==> config.mk <==
export PLATFORM = sky130hd
export DESIGN_NAME = xing_history_capture
export DESIGN_NICKNAME = d
export VERILOG_FILES = /design/src/rtl/xhc_pkg.sv /design/src/rtl/xhc_delay.sv /design/src/rtl/xhc_window.sv /design/src/rtl/xhc_ctrl.sv /design/src/rtl/xhc_readout.sv /design/src/rtl/xing_history_capture.sv
export SDC_FILE = /design/constraint.sdc
export NUM_CORES = 1
export LEC_CHECK = 0
export BUFFER_PORTS_ARGS = -buffer_cell sky130_fd_sc_hd__buf_2
export CAP_MARGIN = 40
export CORE_AREA = 5 5 75 105
export DETAILED_ROUTE_END_ITERATION = 10
export DIE_AREA = 0 0 80 110
export PLACE_DENSITY_LB_ADDON = 0.05
export SYNTH_ARGS = -nofsm -noshare
export SYNTH_HDL_FRONTEND = slang
export SYNTH_HIERARCHICAL = 1
export SYNTH_SLANG_ARGS = --single-unit
==> constraint.sdc <==
create_clock -name clk -period 1.7 [get_ports clk]
set_clock_uncertainty 0.1 [all_clocks]
set_input_delay 0.34 -clock clk [delete_from_list [all_inputs] [get_ports clk]]
set_output_delay 0.34 -clock clk [all_outputs]
set_load 0.02 [all_outputs]
==> src/rtl/xhc_pkg.sv <==
package xhc_pkg;

    localparam int WORD_W = 16;

    typedef enum logic [1:0] {
        CAP_IDLE = 2'd0,
        CAP_WAIT = 2'd1,
        CAP_HELD = 2'd2
    } cap_state_e;

    function automatic int words_for(input int bits);
        return (bits + WORD_W - 1) / WORD_W;
    endfunction

    function automatic int count_width(input int n);
        return (n < 1) ? 1 : $clog2(n + 1);
    endfunction

endpackage

==> src/rtl/xhc_delay.sv <==
module xhc_delay #(
    parameter int W   = 5,
    parameter int LAT = 2
) (
    input  logic         clk,
    input  logic         rst,
    input  logic         en,
    input  logic [W-1:0] d,
    output logic [W-1:0] q
);
    generate
        if (LAT == 0) begin : g_pass
            assign q = d;
        end else begin : g_pipe
            logic [W-1:0] stg [LAT];
            always_ff @(posedge clk) begin
                if (rst) begin
                    for (int i = 0; i < LAT; i++) stg[i] <= '0;
                end else if (en) begin
                    stg[0] <= d;
                    for (int i = 1; i < LAT; i++) stg[i] <= stg[i-1];
                end
            end
            assign q = stg[LAT-1];
        end
    endgenerate
endmodule

==> src/rtl/xhc_window.sv <==
module xhc_window #(
    parameter int NBITS = 4,
    parameter int PREV  = 1,
    parameter int NEXT  = 2
) (
    input  logic                             clk,
    input  logic                             rst,
    input  logic                             tick,
    input  logic [NBITS-1:0]                 din,
    output logic [(PREV+1+NEXT)*NBITS-1:0]   win
);
    localparam int WIN   = PREV + 1 + NEXT;
    localparam int DEPTH = WIN - 1;

    generate
        if (DEPTH == 0) begin : g_single
            assign win = din;
        end else begin : g_hist
            // hist[0] is the most recent stored crossing
            logic [NBITS-1:0] hist [DEPTH];
            always_ff @(posedge clk) begin
                if (rst) begin
                    for (int i = 0; i < DEPTH; i++) hist[i] <= '0;
                end else if (tick) begin
                    hist[0] <= din;
                    for (int i = 1; i < DEPTH; i++) hist[i] <= hist[i-1];
                end
            end
            // slot 0 = oldest crossing, slot WIN-1 = crossing entering now
            for (genvar j = 0; j < WIN; j++) begin : g_slot
                if (j == WIN - 1) begin : g_new
                    assign win[j*NBITS +: NBITS] = din;
                end else begin : g_old
                    assign win[j*NBITS +: NBITS] = hist[WIN-2-j];
                end
            end
        end
    endgenerate
endmodule

==> src/rtl/xhc_ctrl.sv <==
module xhc_ctrl
    import xhc_pkg::*;
#(
    parameter int NEXT = 2
) (
    input  logic clk,
    input  logic rst,
    input  logic tick,
    input  logic acc_h,
    input  logic rd_done,
    output logic cap,
    output logic held,
    output logic ovr
);
    localparam int CW = count_width(NEXT);

    cap_state_e    state_q;
    logic [CW-1:0] left_q;
    logic          acc_t;

    assign acc_t = tick & acc_h;
    assign held  = (state_q == CAP_HELD);

    always_comb begin
        cap = 1'b0;
        if (tick) begin
            if (state_q == CAP_IDLE && acc_t && NEXT == 0) cap = 1'b1;
            if (state_q == CAP_WAIT && left_q == CW'(1))   cap = 1'b1;
        end
    end

    always_ff @(posedge clk) begin
        if (rst) begin
            state_q <= CAP_IDLE;
            left_q  <= '0;
            ovr     <= 1'b0;
        end else begin
            ovr <= acc_t && (state_q != CAP_IDLE);
            case (state_q)
                CAP_IDLE: begin
                    if (acc_t) begin
                        if (NEXT == 0) begin
                            state_q <= CAP_HELD;
                        end else begin
                            state_q <= CAP_WAIT;
                            left_q  <= CW'(NEXT);
                        end
                    end
                end
                CAP_WAIT: begin
                    if (tick) begin
                        if (left_q == CW'(1)) state_q <= CAP_HELD;
                        else                  left_q  <= left_q - 1'b1;
                    end
                end
                CAP_HELD: begin
                    if (rd_done) state_q <= CAP_IDLE;
                end
                default: state_q <= CAP_IDLE;
            endcase
        end
    end
endmodule

==> src/rtl/xhc_readout.sv <==
module xhc_readout
    import xhc_pkg::*;
#(
    parameter int REC_BITS = 16,
    parameter int NWORDS   = 1
) (
    input  logic                clk,
    input  logic                rst,
    input  logic                cap,
    input  logic [REC_BITS-1:0] rec_in,
    input  logic                held,
    input  logic                rd_req,
    output logic [WORD_W-1:0]   rd_data,
    output logic                rd_last,
    output logic                rd_done
);
    localparam int PB = NWORDS * WORD_W;
    localparam int IW = (NWORDS < 2) ? 1 : $clog2(NWORDS);

    logic [PB-1:0] rec_q;
    logic [IW-1:0] idx_q;

    assign rd_last = held && (idx_q == IW'(NWORDS - 1));
    assign rd_done = held && rd_req && rd_last;
    assign rd_data = held ? rec_q[32'(idx_q)*WORD_W +: WORD_W] : '0;

    always_ff @(posedge clk) begin
        if (rst) begin
            rec_q <= '0;
            idx_q <= '0;
        end else if (cap) begin
            rec_q <= PB'(rec_in);
            idx_q <= '0;
        end else if (held && rd_req) begin
            idx_q <= rd_last ? '0 : idx_q + 1'b1;
        end
    end
endmodule

==> src/rtl/xing_history_capture.sv <==
module xing_history_capture
    import xhc_pkg::*;
#(
    parameter int NBITS = 4,
    parameter int PREV  = 1,
    parameter int NEXT  = 2,
    parameter int LAT   = 2
) (
    input  logic             clk,
    input  logic             rst,
    input  logic             tick,
    input  logic [NBITS-1:0] state_in,
    input  logic             accept,
    input  logic             rd_req,
    output logic [15:0]      rd_data,
    output logic             rd_valid,
    output logic             rd_last,
    output logic             rd_overrun
);
    localparam int WIN      = PREV + 1 + NEXT;
    localparam int REC_BITS = WIN * NBITS;
    localparam int NWORDS   = words_for(REC_BITS);

    logic [NBITS:0]      dly_q;
    logic [NBITS-1:0]    state_d;
    logic                acc_d;
    logic [REC_BITS-1:0] win;
    logic                cap, rd_done;

    // accept travels with its state so both keep the same alignment
    xhc_delay #(.W(NBITS + 1), .LAT(LAT)) u_delay (
        .clk(clk), .rst(rst), .en(tick),
        .d({accept, state_in}), .q(dly_q)
    );
    assign state_d = dly_q[NBITS-1:0];
    assign acc_d   = dly_q[NBITS];

    xhc_window #(.NBITS(NBITS), .PREV(PREV), .NEXT(NEXT)) u_window (
        .clk(clk), .rst(rst), .tick(tick), .din(state_d), .win(win)
    );

    xhc_ctrl #(.NEXT(NEXT)) u_ctrl (
        .clk(clk), .rst(rst), .tick(tick), .acc_h(acc_d),
        .rd_done(rd_done), .cap(cap), .held(rd_valid), .ovr(rd_overrun)
    );

    xhc_readout #(.REC_BITS(REC_BITS), .NWORDS(NWORDS)) u_readout (
        .clk(clk), .rst(rst), .cap(cap), .rec_in(win), .held(rd_valid),
        .rd_req(rd_req), .rd_data(rd_data), .rd_last(rd_last), .rd_done(rd_done)
    );
endmodule

==> summary.txt <==
status -> finished, violations left
failing checks -> negative setup slack
synth warn -> 6
HP Class -> in2reg
minimum clock period -> 1.77 ns
Vias per Instance -> 4.26
standard-cell row count -> 36
CTS Hold Bufs -> 0
CTS buffer count -> 5
CP startpoint kind -> flop
CP max stage delay -> 0.33 ns
drt drc -> 0
met2 usage -> 17.1%
gr ovfl total -> 0
# fillers -> 719
FF+latch count, synth -> 44
RSZ-0062 raised after global routing -> yes
Antenna Nets Post-Route -> 0
1st-iter DRT viols -> 34
CTS root buffer -> clkbuf_8
Seq/Total Area, Yosys -> 55.5%
# IOs -> 28
CTS tree -> built
CTS sink cnt -> 44
headroom to the max-slew limit -> 60.4%
syn_area_per_cell -> 12.3 µm²
GPL Wtd Cong -> 0.653
die span in x -> 80 µm
number of detailed-route iterations in the first pass -> 4
Ant. Diodes -> 0
synthesized instance count -> 161
clock-pin slew on the worst setup and hold paths -> 0.08 ns
VDD IR max -> 384 µV
Worst-Margin Slew -> 0.595 ns
delay-heaviest family, CP -> simple AND/OR/NAND/NOR gates
routed wire length -> 4.00 mm
TNS Setup -> -0.787 ns
Tot Pwr -> 0.00193 W
commonest non-fill, non-tap cells in the layout -> edfxtp_1, and3b_1, dfxtp_1, mux2i_1, nor2_1
die height -> 110 µm
CP Max Fanout -> 7
Max Cap Viol -> 0
critical path class -> reg2out
Power Dens Cells -> 795 nW/µm²
Yosys cell types -> 27
DP HPWL -> 2.54 mm
layout cell share with drive strength beyond 1 -> 37.4%
count of final setup violators -> 16
hold_ws -> 0.143 ns
required time of the critical path -> 1.26 ns
Routed WL per cell -> 14.0 µm
crit path cell chain -> nor2b_4 -> and2b_2 -> and2_4 -> buf_6
Most Used Layer, Global Route -> met2
nets -> 199
largest net degree at the start of global routing -> 35
vias post-DR -> 1215
die area -> 8800 µm²
first-pass GRT wire length -> 6.67 mm
port buffer count -> 27
Mapped Area -> 1980 µm²
Area Overhead vs Synth -> 22.6%
Synth Net Count -> 171
worst path buffer plus inverter count -> 1
crit path DAT -> 1.33 ns
fin. max-slew vios -> 0
clock tree buffer depth -> 2
FMAX -> 565 MHz
met1 Use GR -> 12.0%
commonest non-fill, non-tap cell in the layout -> edfxtp_1
Skew-Pair Late Insertion Delay -> 0.29 ns
GRT Resource Usage Total -> 10.1%
antenna violations before repair -> 0
vias in the first global route -> 1296
final hold violations -> 0
Setup WS post-layout -> -0.0684 ns
critical path endpoint category -> primary output
H-Tree Level Count -> 2
Slowest cell on crit path -> dfxtp_2
met3 usage -> 3.01%
final worst-path cycle share -> 104%
LEAKAGE -> 1.03 nW
Starting Density -> 29.0%
Core Region -> 6850 µm²
[kinds of logic (layout without fill, tap and decap cells)]
logic type                 after synthesis  in the layout  synth area share, %
and+or+nand+nor                         72             75                 23.5
adders and majority gates                1              1                0.630
muxes                                   18             18                 9.33
buffers and inverters                   20             46                 8.32
DFF                                     44             44                 55.5
AOI/OAI and AO/OA                        6              6                 2.71
[flip-flops by register name, summed over array words and instances (netlist names)]
register and count:
u_window/g_hist.hist 12, u_ctrl/left_q 2, u_ctrl/state_q 2, u_ctrl/ovr 1, u_delay/g_pipe.stg 10, u_readout/idx_q 1
u_readout/rec_q 16
[stage by stage]
stage          worst slack (ns)  area, µm²  cells  utilization (%)
2_1_floorplan            0.0823       1990    161                -
3_3_place_gp             0.0986       2150    271             31.4
3_5_place_dp             0.0815       2150    271             31.4
4_1_cts                  -0.117       2410    284             35.1
5_1_grt                  -0.171       2430    285             35.5
6_report                -0.0684       2430    285             35.5
[routing by layer]
| layer | vias up | share of wire [%] |
|---|---|---|
| met5 | - | 0 |
| met4 | 0 | 1.5 |
| met3 | 5 | 3.7 |
| met2 | 23 | 51 |
| met1 | 584 | 44 |
| li1 | 603 | - |
[report_power, final]
group	internal [W]	switching, W	total, W
Clock	0.000332	0.000336	0.000668
Sequential	0.00115	0.0000165	0.00117
Combinational	0.0000412	0.0000540	0.0000952
[area by class of cell]
type | count | area (µm²) | share of cell area [%]
repair buffers | 36 | 318 | 13.1
multi-input cells | 100 | 796 | 32.7
inverters | 2 | 7.51 | 0.309
flip-flops and latches | 44 | 1100 | 45.3
well taps | 95 | 119 | 4.89
clock buffers | 8 | 90.1 | 3.70
[worst paths after layout]
| path | slack [ns] | cells past startpoint | to | startpoint |
|---|---|---|---|---|
| setup reg to reg | 0.18 | 6 | u_readout/rec_q[5] | u_ctrl/state_q[1] |
| hold reg to reg | 0.38 | 2 | u_ctrl/left_q[1] | u_ctrl/left_q[1] |
| hold / removal | 0.14 | 2 | u_readout/idx_q | rd_req |
| setup / recovery | -0.07 | 4 | rd_data[0] | u_ctrl/state_q[1] |
[timing repair]
action / CTS / global route
pin swaps: 11 / 6
endpoints found under the hold margin: 0 / 0
gates resized for setup: 47 / 7
setup endpoints to repair: 17 / 17
cloned: 3 / 0
setup buffers: 2 / 1
[cell usage after synthesis (all sizes together)]
cell type  number  area, µm²
or2             2       12.5
nor2b           3       18.8
nand2           1       3.75
o211ai          1       7.51
mux2            1       15.0
and2           17        106
ha              1       12.5
and3b          23        204
and2b           1       10.0
nand2b          5       33.8
inv             2       7.51
mux2i          17        170
nor2           18       67.6
a21oi           2       13.8
dfxtp          22        440
a2111oi         1       15.0
o21ba           1       10.0
nor3            2       10.0
buf            18        158
edfxtp         22        661
o21bai          1       7.51
[worst reg2reg max path, stage by stage, from the launching register on]
cell and delay (ns):
dfxtp_2 0.32, buf_4 0.13, nand2b_1 0.20, nor2_2 0.17
buf_12 0.20, mux2i_1 0.23, nor2_1 0.05
(Power assumes the default switching activity.)
